`config.mk`:
```
export PLATFORM = sky130hd
export DESIGN_NAME = addr_window_xlate
export DESIGN_NICKNAME = d
export VERILOG_FILES = /design/src/rtl/xlate_pkg.sv /design/src/rtl/xlate_win_regs.sv /design/src/rtl/xlate_win_match.sv /design/src/rtl/addr_window_xlate.sv
export SDC_FILE = /design/constraint.sdc
export NUM_CORES = 1
export LEC_CHECK = 0
export BUFFER_PORTS_ARGS = -buffer_cell sky130_fd_sc_hd__buf_2
export CORE_ASPECT_RATIO = 0.6
export CORE_UTILIZATION = 53
export CTS_CLUSTER_SIZE = 10
export DETAILED_ROUTE_END_ITERATION = 10
export PLACE_DENSITY = 0.78
export REMOVE_ABC_BUFFERS = 1
export SYNTH_ARGS = -nofsm -noshare
export SYNTH_HDL_FRONTEND = slang
export SYNTH_HIERARCHICAL = 1
export SYNTH_SLANG_ARGS = --single-unit
```
`constraint.sdc`:
```
create_clock -name clk -period 2.9 [get_ports clk]
set_clock_uncertainty 0.15 [all_clocks]
set_input_delay 0.435 -clock clk [delete_from_list [all_inputs] [get_ports clk]]
set_output_delay 0.435 -clock clk [all_outputs]
set_load 0.02 [all_outputs]
```
`src/rtl/xlate_pkg.sv`:
```
package xlate_pkg;
    localparam int AW       = 32;
    localparam int PAGE_LSB = 20;
    localparam int PG_W     = AW - PAGE_LSB;
    localparam int IO_LSB   = 24;
    localparam int IO_W     = AW - IO_LSB;
    localparam int IO_SIZE  = IO_LSB - PAGE_LSB;
    localparam int SIZE_MAX = 11;
    localparam int NGEN     = 2;
    localparam int NWIN     = NGEN + 1;

    typedef enum logic [2:0] {
        CT_IACK = 3'b000,
        CT_IO   = 3'b001,
        CT_MEM  = 3'b011,
        CT_CFG  = 3'b101,
        CT_MEMM = 3'b110
    } ctype_e;

    typedef struct packed {
        logic [PG_W-1:0] page;
        logic [3:0]      size;
        logic            en;
        logic [PG_W-1:0] mpage;
        logic [2:0]      ct;
        logic            adl;
    } gen_win_s;

    typedef struct packed {
        logic [IO_W-1:0] page;
        logic            en;
        logic [IO_W-1:0] mpage;
    } io_win_s;

    typedef struct packed {
        gen_win_s [NGEN-1:0] gen;
        io_win_s             io;
    } win_cfg_s;

    typedef struct packed {
        logic          hit;
        logic [AW-1:0] addr;
        logic [2:0]    ctype;
        logic          adlow;
    } xl_out_s;
endpackage

```
`src/rtl/xlate_win_regs.sv`:
```
module xlate_win_regs
    import xlate_pkg::*;
(
    input  logic          clk,
    input  logic          rst_n,
    input  logic          cfg_we,
    input  logic [2:0]    cfg_sel,
    input  logic [AW-1:0] cfg_wdata,
    output logic [AW-1:0] cfg_rdata,
    output win_cfg_s      cfg_q
);
    win_cfg_s cfg_d;

    always_comb begin
        cfg_d = cfg_q;
        if (cfg_we) begin
            unique case (cfg_sel)
                3'd0, 3'd2: begin
                    cfg_d.gen[cfg_sel[1]].page = cfg_wdata[AW-1:PAGE_LSB];
                    cfg_d.gen[cfg_sel[1]].size = cfg_wdata[7:4];
                    cfg_d.gen[cfg_sel[1]].en   = cfg_wdata[0];
                end
                3'd1, 3'd3: begin
                    cfg_d.gen[cfg_sel[1]].mpage = cfg_wdata[15:4];
                    cfg_d.gen[cfg_sel[1]].ct    = cfg_wdata[3:1];
                    cfg_d.gen[cfg_sel[1]].adl   = cfg_wdata[0];
                end
                3'd4: begin
                    cfg_d.io.page = cfg_wdata[15:8];
                    cfg_d.io.en   = cfg_wdata[0];
                end
                3'd5: cfg_d.io.mpage = cfg_wdata[15:8];
                default: ;
            endcase
        end
    end

    always_ff @(posedge clk) begin
        if (!rst_n) cfg_q <= '0;
        else        cfg_q <= cfg_d;
    end

    always_comb begin
        unique case (cfg_sel)
            3'd0, 3'd2: cfg_rdata = {cfg_q.gen[cfg_sel[1]].page, 12'h000,
                                     cfg_q.gen[cfg_sel[1]].size, 3'b000,
                                     cfg_q.gen[cfg_sel[1]].en};
            3'd1, 3'd3: cfg_rdata = {16'h0000, cfg_q.gen[cfg_sel[1]].mpage,
                                     cfg_q.gen[cfg_sel[1]].ct,
                                     cfg_q.gen[cfg_sel[1]].adl};
            3'd4:       cfg_rdata = {16'h0000, cfg_q.io.page, 7'b0000000, cfg_q.io.en};
            3'd5:       cfg_rdata = {16'h0000, cfg_q.io.mpage, 8'h00};
            default:    cfg_rdata = '0;
        endcase
    end
endmodule

```
`src/rtl/xlate_win_match.sv`:
```
module xlate_win_match
    import xlate_pkg::*;
(
    input  logic [AW-1:0]   la_addr,
    input  logic            en,
    input  logic [PG_W-1:0] page,
    input  logic [3:0]      size,
    input  logic [PG_W-1:0] mpage,
    input  logic [2:0]      ct,
    input  logic            adl,
    output logic            hit,
    output logic [AW-1:0]   xaddr,
    output logic [2:0]      ctype,
    output logic            adlow
);
    localparam logic [AW-1:0] ONE = 1;

    logic [AW-1:0] lo_mask;
    logic [AW-1:0] base_full;
    logic [AW-1:0] map_full;
    logic          size_ok;

    always_comb begin
        size_ok   = (size <= 4'(SIZE_MAX));
        lo_mask   = (ONE << (PAGE_LSB + int'(size))) - ONE;
        base_full = {page, {PAGE_LSB{1'b0}}};
        map_full  = {mpage, {PAGE_LSB{1'b0}}};
        hit       = en && size_ok &&
                    ((la_addr & ~lo_mask) == (base_full & ~lo_mask));
        xaddr     = (map_full & ~lo_mask) | (la_addr & lo_mask);
        ctype     = ct;
        adlow     = adl;
    end
endmodule

```
`src/rtl/addr_window_xlate.sv`:
```
module addr_window_xlate
    import xlate_pkg::*;
(
    input  logic          clk,
    input  logic          rst_n,
    input  logic          cfg_we,
    input  logic [2:0]    cfg_sel,
    input  logic [AW-1:0] cfg_wdata,
    output logic [AW-1:0] cfg_rdata,
    input  logic          la_valid,
    input  logic [AW-1:0] la_addr,
    output logic          xl_hit,
    output logic [AW-1:0] xl_addr,
    output logic [2:0]    xl_ctype,
    output logic          xl_adlow
);
    win_cfg_s cfg_q;

    logic [NWIN-1:0]           match_w;
    logic [NWIN-1:0][AW-1:0]   xaddr_w;
    logic [NWIN-1:0][2:0]      ctype_w;
    logic [NWIN-1:0]           adlow_w;

    xl_out_s out_d, out_q;

    xlate_win_regs regs_i (
        .clk       (clk),
        .rst_n     (rst_n),
        .cfg_we    (cfg_we),
        .cfg_sel   (cfg_sel),
        .cfg_wdata (cfg_wdata),
        .cfg_rdata (cfg_rdata),
        .cfg_q     (cfg_q)
    );

    for (genvar i = 0; i < NWIN; i++) begin : g_win
        if (i < NGEN) begin : g_gen
            xlate_win_match match_i (
                .la_addr (la_addr),
                .en      (cfg_q.gen[i].en),
                .page    (cfg_q.gen[i].page),
                .size    (cfg_q.gen[i].size),
                .mpage   (cfg_q.gen[i].mpage),
                .ct      (cfg_q.gen[i].ct),
                .adl     (cfg_q.gen[i].adl),
                .hit     (match_w[i]),
                .xaddr   (xaddr_w[i]),
                .ctype   (ctype_w[i]),
                .adlow   (adlow_w[i])
            );
        end else begin : g_io
            xlate_win_match match_i (
                .la_addr (la_addr),
                .en      (cfg_q.io.en),
                .page    ({cfg_q.io.page, {IO_SIZE{1'b0}}}),
                .size    (4'(IO_SIZE)),
                .mpage   ({cfg_q.io.mpage, {IO_SIZE{1'b0}}}),
                .ct      (CT_IO),
                .adl     (1'b0),
                .hit     (match_w[i]),
                .xaddr   (xaddr_w[i]),
                .ctype   (ctype_w[i]),
                .adlow   (adlow_w[i])
            );
        end
    end

    always_comb begin
        out_d = '0;
        if (la_valid) begin
            for (int i = NWIN - 1; i >= 0; i--) begin
                if (match_w[i]) begin
                    out_d.hit   = 1'b1;
                    out_d.addr  = xaddr_w[i];
                    out_d.ctype = ctype_w[i];
                    out_d.adlow = adlow_w[i];
                end
            end
        end
    end

    always_ff @(posedge clk) begin
        if (!rst_n) out_q <= '0;
        else        out_q <= out_d;
    end

    assign xl_hit   = out_q.hit;
    assign xl_addr  = out_q.addr;
    assign xl_ctype = out_q.ctype;
    assign xl_adlow = out_q.adlow;
endmodule

```
==> flow_metrics.env, run 1 <==
export IMPL_n_antenna_cell=0
export IMPL_coreArea_um2=16260
export IMPL_hold_buffers=0
export IMPL_stdcell_area_um2=11060
export IMPL_worstPathArrival_ns=3.19
export IMPL_antenna_found_initial=1
export IMPL_fin_ws_ns=-0.1464
export IMPL_numCtsBuffers=17
export IMPL_slew_headroom_pct=49.65
export IMPL_max_cap_violations=0
export IMPL_min_from="cfg_wdata[23]"
export IMPL_ys_ff_latch=120
export IMPL_postRouteAntennaNets=0
export IMPL_vias=8764
export IMPL_grt_pass1_vias=8117
export IMPL_die_y_um=101.9
export IMPL_utilization_pct=68.01
export IMPL_min_to="regs_i/cfg_q[74]"
export IMPL_synth_edf_count=0
export IMPL_design_die_area_um2=17160
export IMPL_synth_area_per_cell_um2=8.180
export IMPL_io_buffers=131
export IMPL_combPwrFrac_pct=14.1
export IMPL_rsz0062_at_grt="yes"
export IMPL_ys_seq_area_share_pct=27.27
export IMPL_drt_iter0_drc=1151
export IMPL_grt_max_degree=84
export IMPL_dieWidth_um=168.4
export IMPL_wl_mm=30.18
export IMPL_clock_path_buffers=2
export IMPL_layout_nets=1326
export IMPL_path_class="reg2reg"
export IMPL_switching_share_pct=28.55
export IMPL_finalCritPeriodShare_pct=105.0
export IMPL_synth_top_area_share_pct=27.27
export IMPL_ff2ff_setup_slack_ns=-0.15
export IMPL_io_pins=140
export IMPL_drv_slew=0
export IMPL_final_setup_viol_count=36
export IMPL_reg2reg_from="regs_i/cfg_q[69]"
export IMPL_fin_total_pwr_uw=4656
export IMPL_cts_tree="yes"
export IMPL_cp_end_kind="flop"
export IMPL_dpl_hpwl_mm=20.11
export IMPL_placed_area_um2=9901
export IMPL_p_leak_uw=0.004320
export IMPL_violations="negative setup slack"
export IMPL_initial_core_util_pct=54.18
export IMPL_std_cell_rows=36
export IMPL_start_kind="flop"
export IMPL_r2r_end="xl_addr[19]"
export IMPL_wl_per_cell_um=20.42
export IMPL_post_route_min_period_ns=3.046
export IMPL_power_switching_uw=1329
export IMPL_clock_latency_ns=0.42
export IMPL_path_clk_slew_ns=0.06
export IMPL_crit_path_max_fanout=11
export IMPL_synthFlopType="dfxtp_1"
export IMPL_vdd_drop_max_mv=0.3360
export IMPL_synthCells=1077
export IMPL_p_per_area_nw_per_um2=421.0
export IMPL_rr_worst_depth=11
export IMPL_syn_area_um2=8810
export IMPL_hp_class="in2reg"
export IMPL_areaGrowthSynthToFinish_pct=25.54
export IMPL_drive_gt1_share_pct=32.56
export IMPL_yosys_area_top_type="dfxtp_1"
export IMPL_hold_path_cell_count=3
export IMPL_grt_overflow_total=0
export IMPL_crit_required_ns=3.04
export IMPL_route_detailed_drc=0
export IMPL_vias_per_cell=5.930
export IMPL_gp_congestion=1.016
export IMPL_intPower_uw=3326
export IMPL_cts_root_buf="clkbuf_16"
export IMPL_synth_warnings=6
export IMPL_setup_tns_ns=-3.159
export IMPL_clockPowerShare_pct=49.5
export IMPL_synthTopCellsByArea="dfxtp_1 (27%), nand2_1 (8.3%), a221oi_2 (6.1%)"
export IMPL_grt_usage_pct=33.82
export IMPL_hold_violations=0
export IMPL_grt_first_pass_wirelength_mm=44.22
export IMPL_drt_pass1_iterations=6
export IMPL_pre_cts_slack_ns=-0.3069
export IMPL_seq_power_share_pct=36.4
export IMPL_max_freq_ghz=0.3283
export IMPL_synthDistinctLibCells=68
export IMPL_htree_levels=4
export IMPL_cts_sinks=120
export IMPL_synth_async_reset_ratio_pct=0
export IMPL_outcome="complete, but fails checks"
export IMPL_tightestPinTransition_ns=0.7552
==> logic make-up after synthesis <==
logic type / share of synthesized area [%]
compound gates: 23.05
xor+xnor: 4.176
fa+ha+maj: 2.557
buf+inv: 10.50
flops: 27.27
mux: 9.047
other cells: 0.2556
simple gates: 23.15
==> synth_stat cells, types with 4 or more instances <==
cell	instances
nand2_1	195
dfxtp_1	120
a21boi_0	69
a21oi_1	52
inv_1	52
clkbuf_1	45
mux2_2	45
nand3b_1	38
a221oi_2	36
nor2_1	33
buf_4	29
o21ai_0	29
buf_2	28
and2_1	26
xor2_1	24
nor2b_1	22
a21boi_1	20
mux2i_1	20
ha_1	18
xnor2_1	18
nor3_1	16
buf_6	12
a22oi_1	11
nor3b_1	11
o211ai_1	7
conb_1	6
nand2b_1	6
nor4_1	6
or2_2	6
clkbuf_2	4
mux4_2	4
o2111ai_1	4
==> cells in the final DEF, fill, tap and decap left out, drive strengths merged, types with 33 or more instances in the layout <==
| master | synthesis | routed |
|---|---|---|
| a21boi | 89 | 89 |
| a21oi | 52 | 52 |
| nand2 | 196 | 196 |
| dfxtp | 120 | 120 |
| a221oi | 38 | 38 |
| buf | 71 | 223 |
| conb | 6 | 41 |
| nor2 | 33 | 33 |
| nand3b | 38 | 38 |
| mux2 | 45 | 45 |
| inv | 52 | 59 |
==> cell type report <==
type	instances	area, um2
fillers	1243	5201
multi-input cells	817	5874
inverters	52	195.2
clock buffers	18	439.2
flip-flops and latches	120	2407
repair buffers	229	1674
clock inverters	14	183.9
well taps	228	285.3
==> through the flow <==
| stage | hold WS (ns) | instances |
|---|---|---|
| 6_report | 0.1015 | 1478 |
| 5_1_grt | 0.1093 | 1478 |
| 4_1_cts | 0.09843 | 1470 |
| 3_5_place_dp | 0.3213 | 1430 |
| 3_3_place_gp | 0.3162 | 1430 |
| 2_1_floorplan | 0.2916 | 989 |
==> power groups by stage <==
stage	clock network, uW	logic [uW]	registers, uW
finish	2300	655	1700
global route	2390	697	1700
CTS	2300	586	1690
detailed placement	0	571	1730
global placement	0	563	1730
floorplan	0	320	1730
==> state kept, by name (all words and copies together), names as in the netlist <==
name / flops
xl_hit: 1
xl_ctype: 3
xl_addr: 32
xl_adlow: 1
regs_i/cfg_q: 83
==> worst max-delay path, cell delays in order, from the launching register on <==
cell       delay (ns)
dfxtp_2          0.34
inv_2            0.06
ha_4             0.28
or4b_4           0.47
mux2_4           0.30
o211ai_2         0.16
o2111ai_2        0.20
nor4_4           0.25
buf_6            0.22
bufbuf_16        0.28
nand3b_1         0.13
a221oi_2         0.07
==> metal layers <==
| metal | routed length (um) | global-route usage, % | share of wire (%) |
|---|---|---|---|
| met1 | 13160 | 47.78 | 44 |
| met2 | 12740 | 50.85 | 42 |
| met3 | 3644 | 8.095 | 12 |
| met4 | 542 | 9.720 | 1.8 |
| met5 | 99 | 4.076 | 0.33 |
==> what timing repair did <==
action,in CTS,in global routing
resized for setup,24,39
gates cloned,3,5
setup buffers,5,4
pin swaps,4,10
endpoints found under the setup margin,37,37
==> worst max-delay path by stage <==
stage	end	slack, ns	depth (start not counted)	start
floorplan	xl_addr[0]	-4.13	9	regs_i/cfg_q[36]
finish	xl_addr[19]	-0.15	11	regs_i/cfg_q[69]
global route	xl_addr[19]	-0.19	11	regs_i/cfg_q[70]
global placement	xl_addr[18]	-0.30	12	regs_i/cfg_q[37]
detailed placement	xl_addr[18]	-0.31	12	regs_i/cfg_q[36]
CTS	xl_addr[25]	-0.001	11	regs_i/cfg_q[36]
(Power assumes the default switching activity.)
==> run 2: changes to the inputs <==
ABC_AREA = 1   (was unset)
==> flow_metrics.env, run 2 <==
export IMPL_p_per_area_nw_per_um2=439.0
export IMPL_vias=10020
export IMPL_reg2reg_from="regs_i/cfg_q[37]"
export IMPL_synthTopCellsByArea="dfxtp_1 (27%), nand2_1 (19%), nor2_1 (13%)"
export IMPL_hold_path_cell_count=3
export IMPL_wl_per_cell_um=15.47
export IMPL_fin_ws_ns=0.08174
export IMPL_grt_first_pass_wirelength_mm=45.56
export IMPL_synth_top_family_by_area="simple AND/OR/NAND/NOR gates"
export IMPL_synthDistinctLibCells=37
export IMPL_utilization_pct=63.71
export IMPL_synthCells=1544
export IMPL_cts_root_buf="clkbuf_16"
export IMPL_outcome="complete, no violations"
export IMPL_final_instance_count_excl_fill=1906
export IMPL_ys_seq_area_share_pct=26.64
export IMPL_tightestPinTransition_ns=0.8629
export IMPL_io_pins=140
export IMPL_max_freq_ghz=0.3548
export IMPL_cp_slowest_stage_delay_ns=0.35
export IMPL_cp_end_kind="flop"
export IMPL_largest_reg_flops=83
export IMPL_initial_core_util_pct=54.86
export IMPL_wl_mm=29.49
export IMPL_hp_class="in2reg"
export IMPL_synth_most_common_cell="nand2_1"
export IMPL_cts_tree="yes"
export IMPL_htree_levels=4
export IMPL_yosys_area_top_type="dfxtp_1"
export IMPL_clock_path_buffers=2
export IMPL_synth_compound_area_share_pct=8.768
export IMPL_crit_top_cell="nand2_1"
export IMPL_crit_chain="inv_1 -> ha_4 -> inv_2 -> nand2_1 -> nand2_1 -> nand2_1 -> nand2_1 -> nor2_1 -> nand4_1 -> nor2_2 -> inv_2 -> buf_12 -> o21ai_0 -> nor2_1"
export IMPL_start_kind="flop"
export IMPL_synth_adder_area_share_pct=2.497
export IMPL_critPathTopFamily="simple AND/OR/NAND/NOR gates"
export IMPL_grt_pass1_vias=8640
export IMPL_largest_register="regs_i/cfg_q"
export IMPL_cts_sinks=120
export IMPL_min_from="cfg_wdata[29]"
export IMPL_slowest_stage="dfxtp_2"
export IMPL_synth_top_area_share_pct=26.64
export IMPL_gp_congestion=1.039
export IMPL_n_antenna_cell=0
export IMPL_ff2ff_setup_slack_ns=0.08
export IMPL_syn_area_um2=9019
export IMPL_areaGrowthSynthToFinish_pct=16.13
export IMPL_synth_warnings=6
export IMPL_path_clk_slew_ns=0.06
export IMPL_layout_nets=1754
export IMPL_hold_violations=0
export IMPL_slew_headroom_pct=42.26
export IMPL_hold_buffers=0
export IMPL_drive_gt1_share_pct=17.34
export IMPL_synth_area_per_cell_um2=5.841
export IMPL_io_buffers=131
export IMPL_numCtsBuffers=17
export IMPL_rr_worst_depth=14
export IMPL_pre_cts_slack_ns=0.09621
export IMPL_vdd_drop_max_mv=0.3053
export IMPL_drv_slew=0
export IMPL_r2r_end="xl_addr[31]"
export IMPL_min_to="regs_i/cfg_q[47]"
export IMPL_synthTopCellsByCount="nand2_1 (459), nor2_1 (306), inv_1 (145)"
export IMPL_stdcell_area_um2=10470
export IMPL_crit_path_max_fanout=37
export IMPL_yosys_area_share_simple_pct=43.72
export IMPL_clock_latency_ns=0.42
export IMPL_layout_commonest_cell="nand2_1"
export IMPL_std_cell_rows=36
export IMPL_synthFlopType="dfxtp_1"
export IMPL_vias_per_cell=5.258
export IMPL_postRouteAntennaNets=0
export IMPL_worstPathArrival_ns=2.97
export IMPL_route_detailed_drc=0
export IMPL_grt_usage_pct=34.07
export IMPL_die_y_um=103.0
export IMPL_synthMuxAreaShare_pct=1.373
export IMPL_finalCritPeriodShare_pct=97.18
export IMPL_synthXorXnorAreaFrac_pct=2.622
export IMPL_drt_iter0_drc=1104
export IMPL_antenna_found_initial=3
export IMPL_dpl_cell_count=1867
export IMPL_coreArea_um2=16440
export IMPL_max_cap_violations=0
export IMPL_p_leak_uw=0.005490
export IMPL_grt_max_degree=84
export IMPL_crit_start="regs_i/cfg_q[37]"
export IMPL_fillers=1573
export IMPL_placed_area_um2=9781
export IMPL_post_route_min_period_ns=2.818
export IMPL_dpl_hpwl_mm=21.55
export IMPL_dieWidth_um=170.4
export IMPL_grt_overflow_total=0
export IMPL_path_buf_inv=4
export IMPL_design_die_area_um2=17560
export IMPL_final_cell_mix="nand2_1 (458), nor2_1 (302), inv_1 (145), buf_2 (131), dfxtp_1 (117)"
export IMPL_final_setup_viol_count=0
export IMPL_path_class="reg2reg"
export IMPL_synth_edf_count=0
export IMPL_synth_async_reset_ratio_pct=0
export IMPL_drt_pass1_iterations=6
export IMPL_crit_required_ns=3.05
export IMPL_ys_ff_latch=120
[run 2: cell types whose count changed in the layout (fill, tap and decap cells not counted), sizes merged, moves of 28 or more]
cell,change
mux2,-34
nand4,+28
nor2,+291
nand3,+99
and2,-29
a21boi,-80
buf,-52
inv,+110
o21ai,+57
nand3b,-38
nand2,+278
a221oi,-38
[run 2: worst reg2reg max path: cells and delay by family (launching register included)]
family	cells	cell delay (ns)
simple gates	8	1.24
buf+inv	4	0.45
flops	1	0.35
fa+ha+maj	1	0.32
compound gates	1	0.18
[run 2: routing by layer]
| layer | track usage (%) | part of all wire (%) | up-vias |
|---|---|---|---|
| li1 | - | - | 4964 |
| met3 | 9.559 | 13 | 44 |
| met1 | 48.18 | 46 | 4458 |
| met5 | 0 | 0.11 | - |
| met2 | 50.88 | 40 | 549 |
| met4 | 8.177 | 1.1 | 6 |
[run 2: cell type report]
| class | instances | area, um2 | share of cell area (%) |
|---|---|---|---|
| multi-input cells | 1187 | 5530 | 52.80 |
| flip-flops and latches | 120 | 2406 | 22.97 |
| repair buffers | 172 | 1056 | 10.08 |
| inverters | 167 | 629.4 | 6.009 |
| clock buffers | 18 | 429.2 | 4.097 |
| well taps | 228 | 285.3 | 2.724 |
| clock inverters | 14 | 137.6 | 1.314 |
[run 2: timing repair]
action	CTS	global route
setup buffers	0	4
setup endpoints to repair	0	37
hold endpoints to repair	0	0
resized for setup	0	29
[run 2: worst max path at each step]
stage,to,slack [ns],depth (start not counted)
2_1_floorplan,xl_addr[10],-1.85,16
3_3_place_gp,xl_addr[27],0.10,15
3_5_place_dp,xl_addr[28],0.1,15
4_1_cts,xl_addr[30],0.08,15
5_1_grt,xl_addr[30],-0.02,16
6_report,xl_addr[31],0.08,14
[run 2: per-stage QoR]
| stage | hold slack [ns] | power (uW) | TNS, ns |
|---|---|---|---|
| detailed placement | 0.3460 | 2490 | 0 |
| global route | 0.1133 | 4781 | -0.06109 |
| CTS | 0.09944 | 4545 | 0 |
| global placement | 0.3369 | 2479 | 0 |
| finish | 0.1064 | 4598 | 0 |
| floorplan | 0.3137 | 2212 | -68.34 |
[run 2: report_power, final]
group          total, uW  switching, uW  leakage (uW)  internal, uW
registers           1730           41.7      0.000974          1690
logic                797            533       0.00424           264
clock network       2070            868      0.000278          1200
total               4600           1440       0.00549          3160
[run 2: cells by family after synthesis]
group / count (synthesis)
AO/OA/AOI/OAI: 141
adder cells (fa/ha/maj): 18
XOR/XNOR: 27
flip-flops: 120
other: 6
multiplexers: 11
buffers and inverters: 272
AND/OR/NAND/NOR: 949
==> run 3: changes to the inputs <==
GPL_TIMING_DRIVEN = 0   (was unset)
==> flow_metrics.env, run 3 (synthesis results as in run 2) <==
export IMPL_cts_tree="yes"
export IMPL_coreArea_um2=16440
export IMPL_gp_congestion=0.9559
export IMPL_route_detailed_drc=0
export IMPL_largest_register="regs_i/cfg_q"
export IMPL_worstPathArrival_ns=3.06
export IMPL_clock_path_buffers=2
export IMPL_drive_gt1_share_pct=19.29
export IMPL_drt_iter0_drc=1368
export IMPL_path_clk_slew_ns=0.06
export IMPL_crit_cells=16
export IMPL_cp_slowest_stage_delay_ns=0.39
export IMPL_areaGrowthSynthToFinish_pct=19.28
export IMPL_vias=10400
export IMPL_htree_levels=4
export IMPL_fin_total_pwr_uw=4571
export IMPL_hold_path_cell_count=3
export IMPL_numCtsBuffers=17
export IMPL_grt_pass1_vias=8503
export IMPL_largest_reg_flops=83
export IMPL_rr_worst_depth=16
export IMPL_hp_class="in2reg"
export IMPL_critPathTopFamily="simple AND/OR/NAND/NOR gates"
export IMPL_grt_overflow_total=0
export IMPL_violations="negative setup slack"
export IMPL_fin_ws_ns=-0.002283
export IMPL_slew_headroom_pct=10.46
export IMPL_vias_per_cell=5.434
export IMPL_dieWidth_um=170.4
export IMPL_max_freq_ghz=0.3446
export IMPL_post_route_min_period_ns=2.902
export IMPL_grt_max_degree=85
export IMPL_outcome="complete, but fails checks"
export IMPL_antenna_found_initial=3
export IMPL_clock_latency_ns=0.43
export IMPL_vdd_drop_max_mv=0.2973
export IMPL_rsz0062_at_grt="yes"
export IMPL_clockPowerShare_pct=44.3
export IMPL_p_per_area_nw_per_um2=424.9
export IMPL_crit_path_max_fanout=5
export IMPL_crit_required_ns=3.05
export IMPL_final_setup_viol_count=2
export IMPL_path_buf_inv=5
export IMPL_io_buffers=131
export IMPL_drv_slew=0
export IMPL_setup_tns_ns=-0.003661
export IMPL_cts_sinks=120
export IMPL_tightestPinTransition_ns=1.342
export IMPL_wl_per_cell_um=17.10
export IMPL_initial_core_util_pct=54.86
export IMPL_intPower_uw=3122
export IMPL_path_class="reg2reg"
export IMPL_dpl_hpwl_mm=20.40
export IMPL_seq_power_share_pct=37.9
export IMPL_crit_chain="clkinvlp_4 -> ha_4 -> nor2_4 -> buf_6 -> buf_4 -> nand3_2 -> nand2_2 -> nor2_2 -> nand3_1 -> nor2_1 -> nand4_1 -> nor2_4 -> buf_8 -> clkinv_8 -> o21ai_1 -> nor2_1"
export IMPL_regArea_um2=2412
export IMPL_cp_end_kind="flop"
export IMPL_cts_root_buf="clkbuf_16"
export IMPL_layout_commonest_cell="nand2_1"
export IMPL_final_cell_mix="nand2_1 (448), nor2_1 (294), inv_1 (143), buf_2 (130), dfxtp_1 (116)"
export IMPL_postRouteAntennaNets=0
export IMPL_layout_nets=1761
export IMPL_finalCritPeriodShare_pct=100.1
export IMPL_io_pins=140
export IMPL_multiInputGateArea_um2=5645
export IMPL_grt_first_pass_wirelength_mm=45.90
export IMPL_p_leak_uw=0.005542
export IMPL_grt_usage_pct=34.75
export IMPL_hold_violations=0
export IMPL_max_cap_violations=0
export IMPL_fillers=1569
export IMPL_switching_share_pct=31.70
export IMPL_combPwrFrac_pct=17.9
export IMPL_power_switching_uw=1449
export IMPL_wl_mm=32.74
export IMPL_drt_pass1_iterations=6
export IMPL_die_y_um=103.0
export IMPL_std_cell_rows=36
export IMPL_design_die_area_um2=17560
export IMPL_start_kind="flop"
export IMPL_slowest_stage="dfxtp_4"
-- run 3: layer usage --
metal | up-vias | wire (um) | GRT usage (%)
li1 | 4983 | - | -
met1 | 4675 | 14280 | 49.02
met2 | 668 | 13050 | 50.50
met3 | 73 | 4633 | 10.67
met4 | 2 | 763 | 10.05
met5 | - | 13 | 0
-- run 3: metrics by stage --
stage | setup slack, ns | cells | hold slack [ns] | utilization (%) | instance area, um2
floorplan | -1.855 | 1472 | 0.3137 | - | 8497
global placement | -4.077 | 1831 | 0.3339 | 57.40 | 9438
detailed placement | -1.300 | 1832 | 0.3383 | 57.62 | 9473
CTS | 0.01376 | 1876 | 0.09242 | 62.10 | 10210
global route | -0.1176 | 1913 | 0.1034 | 65.42 | 10760
finish | -0.002283 | 1914 | 0.08945 | 65.43 | 10760
-- run 3: cell type report --
class,count,area share [%]
multi-input combinational,1189,52.48
sequential,120,22.42
timing repair buffer,171,10.44
inverter,167,6.060
clock buffer,20,4.338
tap,228,2.652
clock inverter,12,0.8490
timing repair inverter,6,0.7327
antenna,1,0.02326
-- run 3: tightest hold or removal path: cells and delay by family --
kind                   cells  cell delay [ns]
AND/OR/NAND/NOR            2             0.12
buffers and inverters      1             0.08
-- run 3: worst paths after layout --
kind	from	end	slack, ns
worst max-delay path	regs_i/cfg_q[36]	xl_ctype[0]	-0.002
worst min-delay path	cfg_wdata[27]	regs_i/cfg_q[45]	0.09
worst min register to register	regs_i/cfg_q[8]	regs_i/cfg_q[8]	0.35
worst max register to register	regs_i/cfg_q[36]	xl_ctype[0]	-0.002
-- run 3: power groups by stage --
stage / registers [uW] / clock network (uW) / logic (uW)
2_1_floorplan: 1750 / 0 / 458
3_3_place_gp: 1770 / 0 / 688
3_5_place_dp: 1770 / 0 / 697
4_1_cts: 1730 / 2030 / 724
5_1_grt: 1730 / 2130 / 888
6_report: 1730 / 2020 / 816
-- run 3: repair_timing --
| item | in CTS | in global routing |
|---|---|---|
| setup buffers | 9 | 26 |
| endpoints found under the setup margin | 45 | 36 |
| pin swaps | 6 | 31 |
| hold buffers | 0 | 0 |
| endpoints found under the hold margin | 0 | 0 |
| gates resized for setup | 20 | 57 |
| gates cloned | 3 | 11 |
